<file path="src/rtl/mmio_pkg.sv">
package mmio_pkg;
  localparam int MMIO_NUM_DEV = 4;
  localparam int MMIO_SEL_W   = $clog2(MMIO_NUM_DEV + 2);

  localparam logic [MMIO_SEL_W-1:0] SEL_MEM  = '0;
  localparam logic [MMIO_SEL_W-1:0] SEL_NONE = MMIO_SEL_W'(MMIO_NUM_DEV + 1);

  typedef struct packed {
    logic                      memEn;
    logic [MMIO_NUM_DEV-1:0]   devLoad;
    logic [MMIO_SEL_W-1:0]     rdSel;
  } ctrlStrobes_t;
endpackage

</file>
<file path="src/rtl/mmio_ctrl.sv">
module mmio_ctrl
  import mmio_pkg::*;
#(
  parameter int ADDR_W     = 16,
  parameter int IO_BASE    = 'hFE00,
  parameter int DEV_STRIDE = 2
) (
  input  logic              accEn,
  input  logic              wrSel,
  input  logic [ADDR_W-1:0] addr,
  output ctrlStrobes_t      strobes
);
  localparam logic [ADDR_W-1:0] IO_BASE_A = ADDR_W'(IO_BASE);

  logic inMemRange;
  logic [MMIO_NUM_DEV-1:0] devHit;

  assign inMemRange = (addr < IO_BASE_A);

  // one exact-address comparator per device register
  for (genvar g = 0; g < MMIO_NUM_DEV; g++) begin : g_hit
    localparam logic [ADDR_W-1:0] DEV_ADDR = ADDR_W'(IO_BASE + g * DEV_STRIDE);
    assign devHit[g] = (addr == DEV_ADDR);
  end

  always_comb begin
    strobes       = '0;
    strobes.rdSel = SEL_MEM;
    if (accEn) begin
      if (inMemRange) begin
        strobes.memEn = 1'b1;
      end else begin
        strobes.rdSel = SEL_NONE;
        for (int i = 0; i < MMIO_NUM_DEV; i++) begin
          if (devHit[i]) begin
            strobes.rdSel      = MMIO_SEL_W'(i + 1);
            strobes.devLoad[i] = wrSel;
          end
        end
      end
    end
  end
endmodule

</file>
<file path="src/rtl/mmio_regs.sv">
module mmio_regs
  import mmio_pkg::*;
#(
  parameter int DATA_W = 16
) (
  input  logic              clk,
  input  logic              rstN,
  input  ctrlStrobes_t      strobes,
  input  logic [DATA_W-1:0] wrData,
  input  logic [DATA_W-1:0] memRdData,
  output logic [DATA_W-1:0] rdData
);
  logic [DATA_W-1:0] regQ [MMIO_NUM_DEV];

  for (genvar g = 0; g < MMIO_NUM_DEV; g++) begin : g_reg
    always_ff @(posedge clk or negedge rstN) begin
      if (!rstN)                 regQ[g] <= '0;
      else if (strobes.devLoad[g]) regQ[g] <= wrData;
    end
  end

  always_comb begin
    rdData = '0;
    if (strobes.rdSel == SEL_MEM) begin
      rdData = memRdData;
    end else begin
      for (int i = 0; i < MMIO_NUM_DEV; i++) begin
        if (strobes.rdSel == MMIO_SEL_W'(i + 1)) rdData = regQ[i];
      end
    end
  end
endmodule

</file>
<file path="src/rtl/mmio_addr_ctrl.sv">
module mmio_addr_ctrl
  import mmio_pkg::*;
#(
  parameter int ADDR_W     = 16,
  parameter int DATA_W     = 16,
  parameter int IO_BASE    = 'hFE00,
  parameter int DEV_STRIDE = 2
) (
  input  logic                    clk,
  input  logic                    rstN,
  input  logic                    accEn,
  input  logic                    wrSel,
  input  logic [ADDR_W-1:0]       addr,
  input  logic [DATA_W-1:0]       wrData,
  input  logic [DATA_W-1:0]       memRdData,
  output logic                    memEn,
  output logic [MMIO_NUM_DEV-1:0] devLoad,
  output logic [MMIO_SEL_W-1:0]   rdSel,
  output logic [DATA_W-1:0]       rdData
);
  ctrlStrobes_t strobes;

  mmio_ctrl #(
    .ADDR_W(ADDR_W), .IO_BASE(IO_BASE), .DEV_STRIDE(DEV_STRIDE)
  ) u_ctrl (
    .accEn(accEn), .wrSel(wrSel), .addr(addr), .strobes(strobes)
  );

  mmio_regs #(.DATA_W(DATA_W)) u_regs (
    .clk(clk), .rstN(rstN), .strobes(strobes),
    .wrData(wrData), .memRdData(memRdData), .rdData(rdData)
  );

  assign memEn   = strobes.memEn;
  assign devLoad = strobes.devLoad;
  assign rdSel   = strobes.rdSel;
endmodule

</file>
<file path="config.mk">
export PLATFORM = sky130hd
export DESIGN_NAME = mmio_addr_ctrl
export DESIGN_NICKNAME = d
export VERILOG_FILES = /design/src/rtl/mmio_pkg.sv /design/src/rtl/mmio_ctrl.sv /design/src/rtl/mmio_regs.sv /design/src/rtl/mmio_addr_ctrl.sv
export SDC_FILE = /design/constraint.sdc
export NUM_CORES = 1
export LEC_CHECK = 0
export BUFFER_PORTS_ARGS = -buffer_cell sky130_fd_sc_hd__buf_2
export CORE_ASPECT_RATIO = 1.75
export CORE_MARGIN = 3
export CORE_UTILIZATION = 35
export DETAILED_ROUTE_END_ITERATION = 10
export HOLD_SLACK_MARGIN = 0.1
export SETUP_SLACK_MARGIN = 0.2
export SYNTH_ARGS = -nofsm -noshare
export SYNTH_HDL_FRONTEND = slang
export SYNTH_HIERARCHICAL = 1
export SYNTH_SLANG_ARGS = --single-unit
</file>
<file path="constraint.sdc">
create_clock -name clk -period 2.9 [get_ports clk]
set_clock_uncertainty 0.1 [all_clocks]
set_input_delay 0.29 -clock clk [delete_from_list [all_inputs] [get_ports clk]]
set_output_delay 0.29 -clock clk [all_outputs]
set_load 0.1 [all_outputs]
</file>
==> results of run 1 <==
==> layout by cell type (no fill, tap or decap), drive strengths merged <==
cell,instances
nor3,1
a41oi,1
a221o,15
mux2,80
nor2,16
dfrtp,64
nor4b,2
nand2,2
a22oi,1
or2,1
o21ai,1
and4,2
bufinv,1
a21oi,2
inv,1
nand4,1
dlygate4sd3,1
clkinv,3
nor4,1
mux2i,16
buf,93
nor3b,4
clkbuf,12
xnor2,1
nor2b,1
==> kinds of logic (layout without fill, tap and decap cells) <==
kind of cell	Yosys count	count (layout)	synth area share (%)
mux	96	96	34.0
xor+xnor	1	1	0.272
compound gates	20	20	5.64
buf+inv	18	111	3.65
flops	64	64	49.7
simple gates	31	31	6.68
==> Yosys cell counts, types with 2 or more instances <==
cell,number,area (sq um)
sky130_fd_sc_hd__nor2_1,16,60.1
sky130_fd_sc_hd__buf_6,2,22.5
sky130_fd_sc_hd__mux2_4,9,135
sky130_fd_sc_hd__a221o_1,15,150
sky130_fd_sc_hd__buf_2,11,55.1
sky130_fd_sc_hd__dfrtp_1,64,1600
sky130_fd_sc_hd__nor3b_1,2,15.0
sky130_fd_sc_hd__a21oi_1,2,10.0
sky130_fd_sc_hd__and4_1,2,17.5
sky130_fd_sc_hd__mux2i_1,16,160
sky130_fd_sc_hd__mux2_2,71,800
sky130_fd_sc_hd__nand2_1,2,7.51
==> routing by layer <==
metal,up-vias,GRT usage (%),share of wire [%]
met5,-,0,0
met1,1133,18.5,40
li1,1024,-,-
met2,74,28.0,53
met3,9,4.63,5.2
met4,0,6.42,1.7
==> how the worst max path moves through the flow <==
stage,from,to,slack [ns]
6_report,addr[6],rdData[7],0.16
5_1_grt,addr[6],rdData[7],0.09
4_1_cts,addr[6],rdData[15],0.19
3_5_place_dp,addr[7],rdData[14],-0.16
3_3_place_gp,addr[7],rdData[14],-0.13
2_1_floorplan,addr[7],rdData[10],-0.39
==> repair_timing <==
item                                    in CTS  in global routing
cloned                                       0                  1
pin swaps                                    3                  4
endpoints found under the setup margin      16                 16
setup buffers                                4                  2
hold endpoints to repair                    64                  0
hold buffers                                 1                  0
gates resized for setup                      6                  9
==> per-stage QoR <==
step	total power, W	worst slack (ns)	setup TNS [ns]	std cells	hold WS, ns
floorplan	0.00105	-0.387	-5.54	230	-0.106
global placement	0.00119	-0.130	-0.587	417	-0.0105
detailed placement	0.00119	-0.162	-0.838	417	-0.0110
CTS	0.00225	0.187	0	437	0.126
global route	0.00230	0.0923	0	440	0.136
finish	0.00222	0.162	0	440	0.137
==> power breakdown <==
part	internal (W)	switching (W)	leakage, nW
logic	0.000110	0.000171	1.24
clock network	0.000678	0.000365	0.145
registers	0.000894	0.0000000920	0.895
total	0.00168	0.000536	2.28
==> final cells by class <==
type	instances	area, sq um	share of cell area (%)
clock buffer	11	243	5.05
clock inverter	4	45.0	0.937
inverter	1	3.75	0.0781
multi-input combinational	148	1810	37.7
sequential	64	1600	33.3
tap	117	146	3.04
timing repair buffer	95	956	19.9
==> flow_summary.rst, run 1 <==
.. list-table::
   :header-rows: 1

   * - Metric
     - Value
   * - Result of the run
     - complete, no violations
   * - Routed length per instance
     - 18.0 um
   * - Cell depth of the worst flop-to-flop path
     - 1
   * - Post-synthesis instance area
     - 3220 sq um
   * - Count of nets left with antenna violations after detail routing
     - 0
   * - Hold Path Depth
     - 2
   * - FF-to-FF End
     - u_regs/regQ[48]$_DFFE_PN0P_
   * - Die Wd
     - 78.5 um
   * - Worst setup slack for register-to-register paths
     - 2.03 ns
   * - Overall track demand over capacity in global routing
     - 16.2%
   * - Post-DP HPWL
     - 5280 um
   * - Post-synthesis cell count
     - 230
   * - Largest voltage drop on the vdd net
     - 0.307 mV
   * - Logic depth of the worst setup path including buffers
     - 10
   * - Number of synthesized register bits
     - 64
   * - Endpoint arrival time on the critical path
     - 2.35 ns
   * - Required arrival time at the worst endpoint
     - 2.51 ns
   * - Destination of the worst hold path
     - u_regs/regQ[49]$_DFFE_PN0P_
   * - Clock tree from TritonCTS
     - yes
   * - Share of cells above drive strength 1
     - 69.0%
   * - Worst path top cell family by delay
     - simple AND/OR/NAND/NOR gates
   * - Core Util, Final
     - 54.4%
   * - Vias per cell
     - 5.09
   * - Worst-skew pair later-pin latency
     - 0.32 ns
   * - Area of the core
     - 8840 sq um
   * - Post-layout net count
     - 371
   * - Critical Path Source Type
     - input port
   * - Number of CTS-inserted buffers
     - 9
   * - Measured slew at the worst slew-check pin
     - 0.490 ns
   * - Critical Setup Path Class
     - input port to primary output
   * - Kind of end point of the critical path
     - primary output
   * - Distinct cell type count of the synthesized netlist
     - 30
   * - Register with the highest flop count
     - u_regs/regQ
   * - Max_slew headroom
     - 67.6%
   * - Detailed-routing iteration count for the pre-antenna-repair pass
     - 4
   * - Min-Delay Startpoint
     - wrData[1]
   * - Initial core utilization
     - 36.4%
   * - Antenna diodes
     - 0
   * - Number of flip-flops under the largest register name
     - 64
   * - Static power due to leakage
     - 2.28 nW
   * - Area growth from synthesis to final layout
     - 49.4%
   * - Most frequently used flop master after synthesis
     - sky130_fd_sc_hd__dfrtp_1
   * - GP Congestion
     - 0.696
   * - Vias after detailed routing
     - 2240
   * - Setup repair after global routing missed its margin
     - true
   * - Clock slew at reported path FFs
     - 0.05 ns
   * - Number of inserted filler cells in the final layout
     - 738
   * - Global-route wire length before repair
     - 12700 um
   * - Total power density per cell area
     - 461 nW/um^2
   * - CTS max path bufs
     - 2
   * - Vias in the first global route
     - 2482
   * - Cells traversed along the worst timing path
     - buf_8, nor4_4, nor4b_4, buf_4, nor3b_4, or2_4, clkbuf_16, nor2_1, a221o_4, buf_12
   * - Cell row count
     - 45
   * - Combined buffer and inverter count along the critical path
     - 4
   * - IO Count
     - 76
   * - Wire length after detailed routing
     - 7930 um
   * - Worst reg2reg startpoint
     - u_regs/regQ[48]$_DFFE_PN0P_
   * - Pin count of the biggest net entering global routing
     - 64
   * - Post-route fraction of the period consumed by the critical path
     - 94.4%
   * - Finished layout cell area
     - 4810 sq um
   * - Die area
     - 10400 sq um
   * - Clock sink count
     - 64
   * - Maximum achievable frequency
     - 365 MHz
   * - Port buffer count
     - 75
   * - Final routed DRC violation total
     - 0
   * - Number of DRC markers in iteration 0
     - 62
   * - Class of the tightest hold or removal check
     - input port to flip-flop
   * - Proportion of synthesized flip-flops having asynchronous set or reset
     - 100%
   * - Maximum cell stage delay along the critical path
     - 0.34 ns
   * - Standard cell with the maximum stage delay on the critical path
     - sky130_fd_sc_hd__a221o_4
   * - Period minus WS final
     - 2.74 ns
   * - Warnings, synthesis
     - 6
   * - Net Count, Synth
     - 282
   * - Die Height
     - 133 um
   * - Seq/Total Area, Yosys
     - 49.7%
   * - Placed Instance Area
     - 4370 sq um
   * - Setup Viol. Count Final
     - 0
   * - Number of enable-type register cells in the synthesized netlist
     - 0
   * - Syn Area/Cell
     - 14.0 sq um
   * - Max Fanout on Critical Path
     - 5
   * - H-tree depth
     - 3
   * - Cell chosen for the clock root
     - sky130_fd_sc_hd__clkbuf_16
   * - Total of max-cap violations
     - 0
   * - Leading registers by flop count
     - u_regs/regQ x64
   * - Global route overflow
     - 0
   * - Number of slew-limit violations in the final report
     - 0
   * - Initial antenna violation count
     - 0
   * - Final Hold Violating Endpoints
     - 0
Power figures use the tool's default switching activity.
==> run 2, diff against run 1 <==
--- a/config.mk
+++ b/config.mk
@@ -11,6 +11,7 @@
 export CORE_UTILIZATION = 35
 export DETAILED_ROUTE_END_ITERATION = 10
 export HOLD_SLACK_MARGIN = 0.1
+export RECOVER_POWER = 100
 export SETUP_SLACK_MARGIN = 0.2
 export SYNTH_ARGS = -nofsm -noshare
 export SYNTH_HDL_FRONTEND = slang
==> run 2 against run 1 <==
The flow now finishes with violations (capacitance limit, slew limit); critical path depth stayed put; final area is 6.1% lower; combinational power is 10% lower; first-iteration DRC count stayed put; final cell count stayed put; utilization is 3.3 points lower; sequential power hardly changed; via count hardly changed; sequential share of layout area is 2.2 points higher; critical path type unchanged; critical endpoint unchanged.
==> flow_summary.rst, run 2 (synthesized netlist as in run 1, its figures left out) <==
.. list-table::
   :header-rows: 1

   * - Metric
     - Value
   * - Result of the run
     - complete, but fails checks
   * - Failing checks
     - capacitance limit, slew limit
   * - Combinational power share
     - 11.5% (-1.2 points)
   * - Vias in the first global route
     - 2482 (unchanged)
   * - H-tree depth
     - 3 (unchanged)
   * - Count of nets left with antenna violations after detail routing
     - 0 (unchanged)
   * - Vias after detailed routing
     - 2241 (+0.045%)
   * - Total power density per cell area
     - 485 nW/um^2 (+5.1%)
   * - Number of slew-limit violations in the final report
     - 64 (+64)
   * - IO Count
     - 76 (unchanged)
   * - CTS max path bufs
     - 2 (unchanged)
   * - Core Util, Final
     - 51.1% (-3.3 points)
   * - Routed length per instance
     - 18.0 um (about the same)
   * - Worst path top cell family by delay
     - simple AND/OR/NAND/NOR gates
   * - Worst-skew pair later-pin latency
     - 0.33 ns (about the same)
   * - Static power due to leakage
     - 2.24 nW (-1.8%)
   * - Standard cell with the maximum stage delay on the critical path
     - sky130_fd_sc_hd__a221o_4
   * - Hold Path Depth
     - 2 (unchanged)
   * - Most frequent standard cell in the layout excluding fill and tap cells
     - sky130_fd_sc_hd__dfrtp_1
   * - Setup repair after global routing missed its margin
     - true
   * - Initial antenna violation count
     - 0 (unchanged)
   * - Detailed-routing iteration count for the pre-antenna-repair pass
     - 4 (unchanged)
   * - Largest voltage drop on the vdd net
     - 0.307 mV (-0.23%)
   * - Wire length after detailed routing
     - 7930 um (about the same)
   * - Cell chosen for the clock root
     - sky130_fd_sc_hd__clkbuf_16
   * - Placement-stage worst setup slack
     - -0.162 ns (unchanged)
   * - Logic depth of the worst setup path including buffers
     - 10 (unchanged)
   * - Global route overflow
     - 0 (unchanged)
   * - Kind of end point of the critical path
     - primary output
   * - Critical Path Source Type
     - input port
   * - GP Congestion
     - 0.696 (unchanged)
   * - Finished layout cell area
     - 4510 sq um (-6.1%)
   * - Setup Viol. Count Final
     - 0 (unchanged)
   * - Die Wd
     - 78.5 um (unchanged)
   * - Worst setup margin
     - 0.164 ns (+0.00187 ns)
   * - Number of flip-flops under the largest register name
     - 64 (unchanged)
   * - Overall track demand over capacity in global routing
     - 16.2% (unchanged)
   * - Final hold slack
     - 0.122 ns (-0.0144 ns)
   * - Cell row count
     - 45 (unchanged)
   * - Endpoint arrival time on the critical path
     - 2.35 ns (about the same)
   * - Required arrival time at the worst endpoint
     - 2.51 ns (about the same)
   * - Area of the core
     - 8840 sq um (unchanged)
   * - Period minus WS final
     - 2.74 ns (-0.00187 ns)
   * - Number of DRC markers in iteration 0
     - 62 (unchanged)
   * - Die area
     - 10400 sq um (unchanged)
   * - Number of CTS-inserted buffers
     - 9 (unchanged)
   * - Global-route wire length before repair
     - 12700 um (unchanged)
   * - Critical Setup Path Class
     - input port to primary output
   * - Final routed DRC violation total
     - 0 (unchanged)
   * - Clock tree from TritonCTS
     - yes
   * - Net Sw Frac
     - 24.2% (+0.026 points)
   * - Combined buffer and inverter count along the critical path
     - 4 (unchanged)
   * - Clock slew at reported path FFs
     - 0.05 ns (about the same)
   * - Die Height
     - 133 um (unchanged)
   * - Max Fanout on Critical Path
     - 5 (unchanged)
   * - Vias per cell
     - 5.09 (about the same)
   * - Cells traversed along the worst timing path
     - clkbuf_1, nor4_4, nor4b_4, buf_4, nor3b_4, or2_4, clkbuf_16, nor2_1, a221o_4, buf_6
   * - Maximum cell stage delay along the critical path
     - 0.33 ns (about the same)
   * - Sum Neg Setup Slack
     - 0 ns (unchanged)
   * - Maximum achievable frequency
     - 366 MHz (about the same)
   * - Internal Pwr Total
     - 0.00166 W (-1.4%)
   * - Measured slew at the worst slew-check pin
     - 1.58 ns (+1.09 ns)
   * - Post-layout net count
     - 371 (unchanged)
   * - Final Hold Violating Endpoints
     - 0 (unchanged)
   * - Class of the tightest hold or removal check
     - input port to flip-flop
   * - Psw
     - 0.000530 W (-1.2%)
   * - Antenna diodes
     - 0 (unchanged)
   * - Port buffer count
     - 75 (unchanged)
   * - Clock sink count
     - 64 (unchanged)
   * - Leading registers by flop count
     - u_regs/regQ x64
   * - Total of max-cap violations
     - 1 (+1)
   * - Cell depth of the worst flop-to-flop path
     - 1 (unchanged)
   * - Register with the highest flop count
     - u_regs/regQ
   * - Area growth from synthesis to final layout
     - 40.2%
   * - Most frequent cells in the layout
     - 64 x sky130_fd_sc_hd__dfrtp_1, 51 x sky130_fd_sc_hd__mux2_2, 48 x sky130_fd_sc_hd__buf_2
   * - Share of cells above drive strength 1
     - 60.7% (-8.4 points)
   * - Max_slew headroom
     - -5.18% (-73 points)
   * - Clock Power Share
     - 47.6% (+0.6 points)
   * - Initial core utilization
     - 36.4% (unchanged)
   * - Post-route fraction of the period consumed by the critical path
     - 94.3% (about the same)
   * - Flop pwr share
     - 40.9% (+0.6 points)
   * - Post-DP HPWL
     - 5280 um (unchanged)
   * - Placed Instance Area
     - 4370 sq um (unchanged)
   * - Pin count of the biggest net entering global routing
     - 64 (unchanged)
run 2: final cells by class:
cell class	count	area, sq um
clock buffers	11	243
well taps	117	146
inverters	1	3.75
repair buffers	95	763
clock inverters	4	45.0
multi-input cells	148	1710
flip-flops and latches	64	1600
fillers	798	4330
run 2: worst paths after layout:
kind                                                to  slack [ns]                        start
setup / recovery                             rdData[7]        0.16                      addr[6]
hold / removal             u_regs/regQ[41]$_DFFE_PN0P_        0.12                    wrData[9]
setup reg to reg           u_regs/regQ[48]$_DFFE_PN0P_        2.00  u_regs/regQ[48]$_DFFE_PN0P_
hold reg to reg            u_regs/regQ[44]$_DFFE_PN0P_        0.39  u_regs/regQ[44]$_DFFE_PN0P_
max in group asynchronous  u_regs/regQ[26]$_DFFE_PN0P_        0.81                         rstN
min in group asynchronous  u_regs/regQ[13]$_DFFE_PN0P_        0.17                         rstN
run 2: power groups by stage:
stage	Combinational [W]	Clock, W	Sequential, W
global placement	0.000276	0	0.000910
detailed placement	0.000277	0	0.000910
finish	0.000253	0.00104	0.000895
global route	0.000268	0.00111	0.000894
floorplan	0.000145	0	0.000910
CTS	0.000282	0.00107	0.000894
run 2: timing repair:
| action | CTS | global route |
|---|---|---|
| pin swaps | 3 | 4 |
| resized for setup | 6 | 9 |
| cloned | 0 | 1 |
| hold buffers | 1 | 0 |
| endpoints found under the hold margin | 64 | 0 |
| setup endpoints to repair | 16 | 16 |
| buffers inserted | 4 | 2 |
run 2: through the flow:
step / power (W) / cells
global placement: 0.00119 / 417
CTS: 0.00225 / 437
floorplan: 0.00105 / 230
finish: 0.00219 / 440
detailed placement: 0.00119 / 417
global route: 0.00227 / 440
run 2: layer usage:
| layer | vias to the layer above | global-route usage, % | share of wire [%] |
|---|---|---|---|
| li1 | 1029 | - | - |
| met1 | 1129 | 18.5 | 40 |
| met2 | 74 | 28.0 | 53 |
| met3 | 9 | 4.63 | 5.2 |
| met4 | 0 | 6.42 | 1.7 |
| met5 | - | 0 | 0 |
